## src/rtl/flg_pkg.sv

```systemverilog
package flg_pkg;

   typedef enum logic [2:0] {
      OP_ERASE  = 3'd0,
      OP_WRITE  = 3'd1,
      OP_SETBLK = 3'd2,
      OP_SETMST = 3'd3,
      OP_CLRBLK = 3'd4
   } op_e;

   localparam logic [2:0] OP_LAST = 3'd4;

   function automatic logic op_known(input logic [2:0] code);
      return code <= OP_LAST;
   endfunction

   // erase-type class reports through status bit 5, the rest through bit 4
   function automatic logic erase_class(input op_e op);
      return (op == OP_ERASE) || (op == OP_CLRBLK);
   endfunction

endpackage

```

## src/rtl/flg_sequencer.sv

```systemverilog
module flg_sequencer #(
   parameter int unsigned BUSY_CYCLES = 8,
   parameter int unsigned CNT_W       = $clog2(BUSY_CYCLES + 1)
) (
   input  logic clk,
   input  logic rst_n,
   input  logic req,
   output logic accept,
   output logic busy,
   output logic done
);

   logic busy_q;

   assign accept = req && !busy_q;
   assign busy   = busy_q;

   generate
      if (BUSY_CYCLES == 1) begin : g_single
         assign done = busy_q;
         always_ff @(posedge clk or negedge rst_n) begin
            if (!rst_n)      busy_q <= 1'b0;
            else if (accept) busy_q <= 1'b1;
            else if (done)   busy_q <= 1'b0;
         end
      end else begin : g_count
         logic [CNT_W-1:0] cnt_q;
         assign done = busy_q && (cnt_q == '0);
         always_ff @(posedge clk or negedge rst_n) begin
            if (!rst_n) begin
               busy_q <= 1'b0;
               cnt_q  <= '0;
            end else if (accept) begin
               busy_q <= 1'b1;
               cnt_q  <= CNT_W'(BUSY_CYCLES - 1);
            end else if (done) begin
               busy_q <= 1'b0;
            end else if (busy_q) begin
               cnt_q  <= cnt_q - 1'b1;
            end
         end

         AST_BUSY_COUNTDOWN: assert property (@(posedge clk) disable iff (!rst_n)
            (busy_q && cnt_q != '0) |=> (busy_q && cnt_q == CNT_W'($past(cnt_q) - 1'b1)));
      end
   endgenerate

   AST_BUSY_HOLD: assert property (@(posedge clk) disable iff (!rst_n)
      (busy_q && !done) |=> busy_q);

endmodule

```

## src/rtl/flg_permit.sv

```systemverilog
module flg_permit
   import flg_pkg::*;
(
   input  op_e  op,
   input  logic blk_lock,
   input  logic mst_lock,
   input  logic hv,
   input  logic sok,
   input  logic bad,
   output logic perform,
   output logic e_eclr,
   output logic e_wset,
   output logic e_vlow,
   output logic e_prot
);

   logic allowed;
   logic ecls;

   assign ecls = erase_class(op);

   always_comb begin
      unique case (op)
         OP_ERASE, OP_WRITE:   allowed = !blk_lock || hv;
         OP_SETBLK, OP_CLRBLK: allowed = !mst_lock || hv;
         OP_SETMST:            allowed = hv;
         default:              allowed = 1'b0;
      endcase
   end

   always_comb begin
      perform = 1'b0;
      e_eclr  = 1'b0;
      e_wset  = 1'b0;
      e_vlow  = 1'b0;
      e_prot  = 1'b0;
      if (bad) begin
         e_eclr = 1'b1;
         e_wset = 1'b1;
      end else if (!sok) begin
         e_vlow = 1'b1;
         e_eclr = ecls;
         e_wset = !ecls;
      end else if (!allowed) begin
         e_prot = 1'b1;
         e_eclr = ecls;
         e_wset = !ecls;
      end else begin
         perform = 1'b1;
      end
   end

endmodule

```

## src/rtl/flg_lockbits.sv

```systemverilog
module flg_lockbits
   import flg_pkg::*;
#(
   parameter int unsigned NUM_BLOCKS = 16,
   parameter int unsigned BLK_W      = $clog2(NUM_BLOCKS)
) (
   input  logic             clk,
   input  logic             rst_n,
   input  logic             upd,
   input  op_e              op,
   input  logic [BLK_W-1:0] blk,
   output logic             blk_lock,
   output logic             mst_lock
);

   logic [NUM_BLOCKS-1:0] lock_q;
   logic                  mst_q;

   generate
      for (genvar gi = 0; gi < NUM_BLOCKS; gi++) begin : g_blk
         always_ff @(posedge clk or negedge rst_n) begin
            if (!rst_n)
               lock_q[gi] <= 1'b0;
            else if (upd && op == OP_CLRBLK)
               lock_q[gi] <= 1'b0;
            else if (upd && op == OP_SETBLK && blk == BLK_W'(gi))
               lock_q[gi] <= 1'b1;
         end
      end
   endgenerate

   always_ff @(posedge clk or negedge rst_n) begin
      if (!rst_n)                       mst_q <= 1'b0;
      else if (upd && op == OP_SETMST)  mst_q <= 1'b1;
   end

   assign blk_lock = lock_q[blk];
   assign mst_lock = mst_q;

   AST_LOCK_HOLD: assert property (@(posedge clk) disable iff (!rst_n)
      !upd |=> ($stable(lock_q) && $stable(mst_q)));

endmodule

```

## src/rtl/flash_lock_guard.sv

```systemverilog
module flash_lock_guard
   import flg_pkg::*;
#(
   parameter int unsigned NUM_BLOCKS  = 16,
   parameter int unsigned BUSY_CYCLES = 8,
   localparam int unsigned BLK_W      = $clog2(NUM_BLOCKS),
   localparam int unsigned CNT_W      = $clog2(BUSY_CYCLES + 1)
) (
   input  logic             clk,
   input  logic             rst_n,
   input  logic             req_valid,
   input  logic [2:0]       req_op,
   input  logic [BLK_W-1:0] req_block,
   input  logic             rst_hv,
   input  logic             supply_ok,
   input  logic             bad_seq,
   input  logic             clr_status,
   output logic [7:0]       status,
   output logic             ready
);

   generate
      if (NUM_BLOCKS < 2 || (1 << BLK_W) != NUM_BLOCKS) begin : g_bad_blocks
         $error("NUM_BLOCKS must be a power of two of at least 2");
      end
      if (BUSY_CYCLES < 1) begin : g_bad_busy
         $error("BUSY_CYCLES must be at least 1");
      end
   endgenerate

   logic             accept, busy, done;
   op_e              op_q;
   logic [BLK_W-1:0] blk_q;
   logic             bad_q;
   logic             blk_lock, mst_lock;
   logic             perform;
   logic             n_eclr, n_wset, n_vlow, n_prot;
   logic [3:0]       e_q;
   logic [3:0]       e_new;

   flg_sequencer #(.BUSY_CYCLES(BUSY_CYCLES), .CNT_W(CNT_W)) u_seq (
      .clk    (clk),
      .rst_n  (rst_n),
      .req    (req_valid && op_known(req_op)),
      .accept (accept),
      .busy   (busy),
      .done   (done)
   );

   always_ff @(posedge clk or negedge rst_n) begin
      if (!rst_n) begin
         op_q  <= OP_ERASE;
         blk_q <= '0;
         bad_q <= 1'b0;
      end else if (accept) begin
         op_q  <= op_e'(req_op);
         blk_q <= req_block;
         bad_q <= bad_seq;
      end
   end

   flg_lockbits #(.NUM_BLOCKS(NUM_BLOCKS), .BLK_W(BLK_W)) u_locks (
      .clk      (clk),
      .rst_n    (rst_n),
      .upd      (done && perform),
      .op       (op_q),
      .blk      (blk_q),
      .blk_lock (blk_lock),
      .mst_lock (mst_lock)
   );

   flg_permit u_permit (
      .op       (op_q),
      .blk_lock (blk_lock),
      .mst_lock (mst_lock),
      .hv       (rst_hv),
      .sok      (supply_ok),
      .bad      (bad_q),
      .perform  (perform),
      .e_eclr   (n_eclr),
      .e_wset   (n_wset),
      .e_vlow   (n_vlow),
      .e_prot   (n_prot)
   );

   // e_q order: {erase/clear class, write/set class, supply low, protection}
   assign e_new = done ? {n_eclr, n_wset, n_vlow, n_prot} : 4'b0000;

   always_ff @(posedge clk or negedge rst_n) begin
      if (!rst_n)          e_q <= '0;
      else if (clr_status) e_q <= e_new;
      else                 e_q <= e_q | e_new;
   end

   assign ready  = !busy;
   assign status = {!busy, 1'b0, e_q[3], e_q[2], e_q[1], 1'b0, e_q[0], 1'b0};

   AST_ERR_STICKY: assert property (@(posedge clk) disable iff (!rst_n)
      !clr_status |=> ((e_q & $past(e_q)) == $past(e_q)));

   AST_ERR_AT_END: assert property (@(posedge clk) disable iff (!rst_n)
      (!done && !clr_status) |=> $stable(e_q));

   AST_MASTER_HV: assert property (@(posedge clk) disable iff (!rst_n)
      $rose(mst_lock) |-> $past(rst_hv));

   AST_BAD_BOTH: assert property (@(posedge clk) disable iff (!rst_n)
      (done && bad_q) |=> (status[5] && status[4]));

endmodule

```

## config.mk

```make
export PLATFORM = sky130hd
export DESIGN_NAME = flash_lock_guard
export DESIGN_NICKNAME = d
export VERILOG_FILES = /design/src/rtl/flg_pkg.sv /design/src/rtl/flg_sequencer.sv /design/src/rtl/flg_permit.sv /design/src/rtl/flg_lockbits.sv /design/src/rtl/flash_lock_guard.sv
export SDC_FILE = /design/constraint.sdc
export NUM_CORES = 1
export LEC_CHECK = 0
export BUFFER_PORTS_ARGS = -buffer_cell sky130_fd_sc_hd__buf_2
export CELL_PAD_IN_SITES_DETAIL_PLACEMENT = 1
export CELL_PAD_IN_SITES_GLOBAL_PLACEMENT = 2
export CORE_MARGIN = 8
export CORE_UTILIZATION = 39
export CTS_CLUSTER_DIAMETER = 200
export DETAILED_ROUTE_END_ITERATION = 6
export GPL_TIMING_DRIVEN = 0
export PLACE_DENSITY_LB_ADDON = 0.12
export RECOVER_POWER = 100
export SYNTH_ARGS = -nofsm -noshare
export SYNTH_HDL_FRONTEND = slang
export SYNTH_SLANG_ARGS = --single-unit
```

## constraint.sdc

```tcl
create_clock -name clk -period 4.1 [get_ports clk]
set_input_delay 0.205 -clock clk [delete_from_list [all_inputs] [get_ports clk]]
set_output_delay 0.205 -clock clk [all_outputs]
set_load 0.005 [all_outputs]
```

==> qor.yml, run 1 <==
final_layout:
  diodes: 0
  fin_area_um2: 2105
  mostFrequentLayoutCells: "34 x dfrtp_1, 23 x inv_1, 19 x a21oi_1, 16 x o21ai_0, 15 x buf_2"
  final_common_cell: "dfrtp_1"
  layout.nets: 234
  fin_util: 0.4485
  drive_above_1_share: 0.2009
  area.growth.synth_to_final_pct: 12.06
route:
  drc: 0
  vias_per_cell: 5.480
  drtAntennaViolNets: 0
  wl_per_cell_um: 17.16
  vias: 1496
  firstDrtPassIters: 4
  routed_wirelength_um: 4685
  drt_iter0_drc: 36
timing:
  rsz0062_at_grt: "no"
  skew_ns: 0.009110
  max-slew-margin-rel: -0.2392
  worst_slew_pin_slew_ns: 1.859
  slew_viol_final: 35
  tns_ns: 0
  fin_crit_sh: 0.7691
  max_freq_mhz: 317.1
  final_hold_viol_count: 0
  period_needed_ns: 3.153
  setup_violations: 0
synthesis:
  netlist_area_um2: 1878
  async_flop_share: 1.000
  synth_compound_area_frac: 0.1812
  ys_ff_latch: 34
  synth_mux_area_frac: 0.1066
  ys_types: 43
  synth_xor_area_frac: 0.004664
  synth_area_leaders: "dfrtp_1 45%, mux2_2 6.6%, a21oi_1 5.1%"
  synth_edf_count: 0
  synth_top_area_cell: "dfrtp_1"
  seq_area_frac_synth: 0.4530
  synth-simple-area-share: 0.1399
  synth_ff_type: "dfrtp_1"
  synth_cells: 190
  synth_fa_ha_area_frac: 0.01332
  synth_top_area_share: 0.4530
  synth_top_family_by_area: "compound AO/OA/AOI/OAI gates"
  syn_area_per_cell_um2: 9.884
  ys_warn_count: 0
worst_setup_path:
  endpoint_kind: "flop"
  cp.required_ns: 4.25
  critPathKind: "flop to flop"
  cp-start-kind: "flop"
  cp_data_arrival_time_ns: 3.31
  path_max_fanout: 10
placement:
  placedInstanceArea_um2: 2048
  place_hpwl_um: 3562
  portBuffers: 19
  gp_congestion: 0.7944
global_routing:
  gr-total-overflow: 0
  antenna_found_initial: 0
  grt_pass1_wl_um: 8148
  track_usage: 0.1398
  first_global_vias: 1685
  grt_max_degree: 35
status:
  status: "finished with violations"
  failed_checks: "max-capacitance violations, max-slew violations"
floorplanning:
  die_y_um: 85.40
  ios: 23
  chipWidth_um: 85.40
  num_rows: 25
  dieArea_um2: 7292
  coreArea_um2: 4692
  initial_core_util: 0.4003
power:
  power_density_nw_per_um2: 683.3
  p_leak_nw: 0.9298
  peakVddDrop_uv: 243.3
clocking:
  cts-buffers-inserted: 5
  cts.sinks: 34
  post-cts-setup-buffer-count: 0
  clk_pin_slew_ns: 0.07
  cts_tree: "done"
  clk_latency_ns: 0.28
  cts-root-buf: "clkbuf_8"
  clockBufferDepth: 2
  cts_hold_buf: 0
  cts-htree-levels: 2
  cts.repair.resized: 0
worst_hold_path:
  hold_path.class: "input port to flop"
flow_run:
  max_cap_viol_count: 1
[per-layer routing]
layer  global-route usage  vias up  routed length [um]
li1                     -      725                   -
met1               0.1694      743                2134
met2               0.2379       26                2355
met3              0.03958        2                 175
met4              0.03344        0                  20
met5                    0        -                   0
[sequential cells by signal, summed over array words and instances, names as in the netlist]
name                 count
u_locks.lock_q          16
blk_q                    4
e_q                      4
u_seq.g_count.cnt_q      4
op_q                     3
bad_q                    1
u_locks.mst_lock         1
u_seq.busy               1
[per-stage QoR]
| stage | instances | hold WS (ns) | worst slack [ns] | total power (W) |
|---|---|---|---|---|
| CTS | 273 | 0.01834 | 1.480 | 0.001488 |
| floorplan | 192 | -0.09059 | 1.891 | 0.001038 |
| finish | 273 | 0.1556 | 0.9466 | 0.001438 |
| detailed placement | 265 | 0.3333 | 1.489 | 0.001229 |
| global route | 273 | 0.1545 | 0.8077 | 0.001561 |
| global placement | 265 | 0.3040 | 1.625 | 0.001189 |
[Yosys cell counts (all sizes together) (2+ instances only)]
master,n
nand2,5
o2111ai,8
o21ai,16
mux2,12
nand3,5
inv,23
a21oi,19
nor4bb,2
nand3b,3
mux4,2
nor2,11
ha,2
nor3,6
mux2i,2
buf,8
a31oi,2
dfrtp,34
clkbuf,7
nor3b,5
o32ai,2
[path summary, 6_finish.rpt]
| check | cells after the start | to | startpoint | slack [ns] |
|---|---|---|---|---|
| max in group asynchronous | 1 | blk_q[2] | rst_n | 2.60 |
| hold / removal | 2 | blk_q[0] | req_block[0] | 0.16 |
| min in group asynchronous | 1 | u_locks.lock_q[11] | rst_n | 0.42 |
| setup reg to reg | 8 | u_locks.lock_q[13] | blk_q[3] | 0.95 |
| setup / recovery | 8 | u_locks.lock_q[13] | blk_q[3] | 0.95 |
| hold reg to reg | 2 | u_locks.lock_q[4] | u_locks.lock_q[4] | 0.51 |
[kinds of logic after synthesis]
group,count (synthesis)
adder cells (fa/ha/maj),2
other,1
multiplexers,16
AO/OA/AOI/OAI,53
XOR/XNOR,1
AND/OR/NAND/NOR,45
buffers and inverters,38
flip-flops,34
[final cells by class]
cell class	instances	area [um^2]
Buffer	15	85.08
Clock buffer	7	86.33
Sequential cell	34	850.8
Inverter	23	86.33
Timing Repair Buffer	19	88.84
Tap cell	54	67.56
Multi-Input combinational cell	120	834.6
Clock inverter	1	5.005
Fill cell	567	2587
[power by group]
group | internal (W) | total, W | switching [W]
combinational | 0.000251 | 0.000593 | 0.000342
sequential | 0.000482 | 0.000590 | 0.000108
clock | 0.000136 | 0.000255 | 0.000120
total | 0.000869 | 0.00144 | 0.000569
[worst max-delay path, stage by stage (launching register included)]
cell and delay (ns):
dfrtp_1 0.36, clkbuf_1 0.37, mux2_1 0.38, mux4_2 0.49
a211oi_1 0.34, clkbuf_1 0.41, o2111a_1 0.45, buf_8 0.19
a21oi_1 0.06
Note: power is estimated with default switching activity, not from simulation.
==> inputs of run 2 (changes only) <==
- CORE_UTILIZATION: 39 -> 33
- clock period: 4.1 -> 2.84 ns (I/O delays scaled with it)
==> qor.yml, run 2 (synthesis results as in run 1) <==
status:
  status: "finished with violations"
  failed_checks: "max-capacitance violations, max-slew violations"
final_layout:
  drive_above_1_share: 0.2136  # +0.01272
  fillers: 629  # +11%
  fin_area_um2: 2161  # +2.7%
  mostFrequentLayoutCells: "34 x dfrtp_1, 23 x inv_1, 19 x a21oi_1, 16 x o21ai_0, 15 x buf_2"
  top_register: "u_locks.lock_q"
  area.growth.synth_to_final_pct: 15.06
  largest_reg_flops: 16  # unchanged
  layout.nets: 235  # +0.43%
  diodes: 0  # unchanged
  final_common_cell: "dfrtp_1"
timing:
  setup_violations: 0  # unchanged
  max-slew-margin-rel: -0.2684  # -0.02916
  tns_ns: 0  # unchanged
  rsz0062_at_grt: "no"
  slew_viol_final: 35  # unchanged
  layout_setup_ws_ns: 0.2341  # -0.7125 ns
  fin_crit_sh: 0.9176  # +0.1485
  worst_slew_pin_slew_ns: 1.903  # +0.04374 ns
  period_needed_ns: 2.606  # -0.5475 ns
  skew_ns: 0.005388  # -0.003723 ns
  final_hold_viol_count: 0  # unchanged
  max_freq_mhz: 383.7  # +21%
clocking:
  clockBufferDepth: 2  # unchanged
  clk_pin_slew_ns: 0.07  # about the same
  cts_tree: "done"
  cts.sinks: 34  # unchanged
  cts-buffers-inserted: 5  # unchanged
  cts.repair.resized: 0  # unchanged
  post-cts-setup-buffer-count: 0  # unchanged
  clk_latency_ns: 0.29  # about the same
  cts-root-buf: "clkbuf_8"
  cts_hold_buf: 1  # +1
  cts-htree-levels: 2  # unchanged
worst_setup_path:
  max_stage_delay_ns: 0.56  # +0.07 ns
  cp.required_ns: 3.00  # -1.25 ns
  path_max_fanout: 10  # unchanged
  worstPathCellList: "inv_1 > ha_1 > or4b_1 > clkbuf_1 > nor3b_2 > o2111a_4 > buf_8 > a21oi_1"
  endpoint_kind: "flop"
  cp-start-kind: "flop"
  slowest_stage: "nor3b_2"
  critPathKind: "flop to flop"
  cp_data_arrival_time_ns: 2.77  # -0.54 ns
placement:
  portBuffers: 19  # unchanged
  placedInstanceArea_um2: 2071  # +1.1%
  place_ws_ns: 0.2338  # -1.255 ns
  gp_congestion: 0.7938  # about the same
  place_hpwl_um: 3770  # +5.9%
floorplanning:
  initial_core_util: 0.3411  # -0.05921
  die_y_um: 91.44  # +7.1%
  coreArea_um2: 5507  # +17%
  dieArea_um2: 8361  # +15%
  ios: 23  # unchanged
  num_rows: 27  # +8.0%
  chipWidth_um: 91.44  # +7.1%
power:
  power_density_nw_per_um2: 983.5  # +44%
  peakVddDrop_uv: 383.4  # +58%
  p_leak_nw: 0.9548  # +2.7%
  total_power_w: 0.002125  # +48%
global_routing:
  grt_max_degree: 35  # unchanged
  track_usage: 0.1288  # -0.01106
  grt_pass1_wl_um: 8473  # +4.0%
  gr-total-overflow: 0  # unchanged
  antenna_found_initial: 0  # unchanged
  first_global_vias: 1703  # +1.1%
route:
  routed_wirelength_um: 5050  # +7.8%
  drc: 0  # unchanged
  drt_iter0_drc: 22  # -39%
  vias_per_cell: 5.158  # -5.9%
  wl_per_cell_um: 17.29  # +0.78%
  firstDrtPassIters: 3  # -1
  drtAntennaViolNets: 0  # unchanged
  vias: 1506  # +0.67%
worst_hold_path:
  hold_path.class: "input port to flop"
flow_run:
  max_cap_viol_count: 1  # unchanged
run 2: changes by cell type in the layout (fill, tap and decap cells not counted), sizes merged:
cell,before,now
buf,19,21
dlygate4sd3,0,1
clkbuf,22,20
run 2: power breakdown:
| group | total, W | internal (W) | leakage (nW) | switching [W] |
|---|---|---|---|---|
| sequential | 0.000858 | 0.000697 | 0.366 | 0.000161 |
| combinational | 0.000899 | 0.000386 | 0.541 | 0.000513 |
| clock | 0.000369 | 0.000195 | 0.0482 | 0.000173 |
run 2: area by class of cell:
type | count | area [um^2] | share of cell area
Buffer | 15 | 100.1 | 0.04632
Sequential cell | 34 | 850.8 | 0.3937
Tap cell | 72 | 90.09 | 0.04169
Clock buffer | 7 | 86.33 | 0.03995
Clock inverter | 1 | 5.005 | 0.002316
Multi-Input combinational cell | 120 | 843.3 | 0.3903
Timing Repair Buffer | 20 | 98.84 | 0.04574
Inverter | 23 | 86.33 | 0.03995
run 2: final timing paths:
check / start / end / slack [ns] / cells after the start
worst max-delay path: u_seq.g_count.cnt_q[0] / u_locks.lock_q[9] / 0.23 / 8
worst min-delay path: req_block[2] / blk_q[2] / 0.08 / 2
worst max register to register: u_seq.g_count.cnt_q[0] / u_locks.lock_q[9] / 0.23 / 8
worst min register to register: u_locks.mst_lock / u_locks.mst_lock / 0.51 / 1
max in group asynchronous: rst_n / blk_q[1] / 0.83 / 2
min in group asynchronous: rst_n / blk_q[3] / 0.92 / 2
run 2: stage by stage:
| stage | util | hold slack (ns) | cells |
|---|---|---|---|
| final | 0.3924 | 0.08488 | 292 |
| after global routing | 0.3924 | 0.07821 | 292 |
| after CTS | 0.3945 | 0.07580 | 292 |
| after detailed placement | 0.3761 | 0.2746 | 283 |
| after global placement | 0.3761 | 0.2550 | 283 |
| after floorplan | - | -0.1536 | 192 |
run 2: critical path, delay by kind of cell, from the launching register on:
kind | cells | cell delay [ns]
and+or+nand+nor | 2 | 1.01
AOI/OAI and AO/OA | 2 | 0.45
buffers and inverters | 3 | 0.44
DFF | 1 | 0.41
adders and majority gates | 1 | 0.17
run 2: routing by layer:
layer,global-route usage,vias to the layer above,part of all wire
met2,0.2239,18,0.52
met1,0.1459,752,0.44
met3,0.03704,8,0.027
met4,0.04638,0,0.016
met5,0,-,0
li1,-,728,-
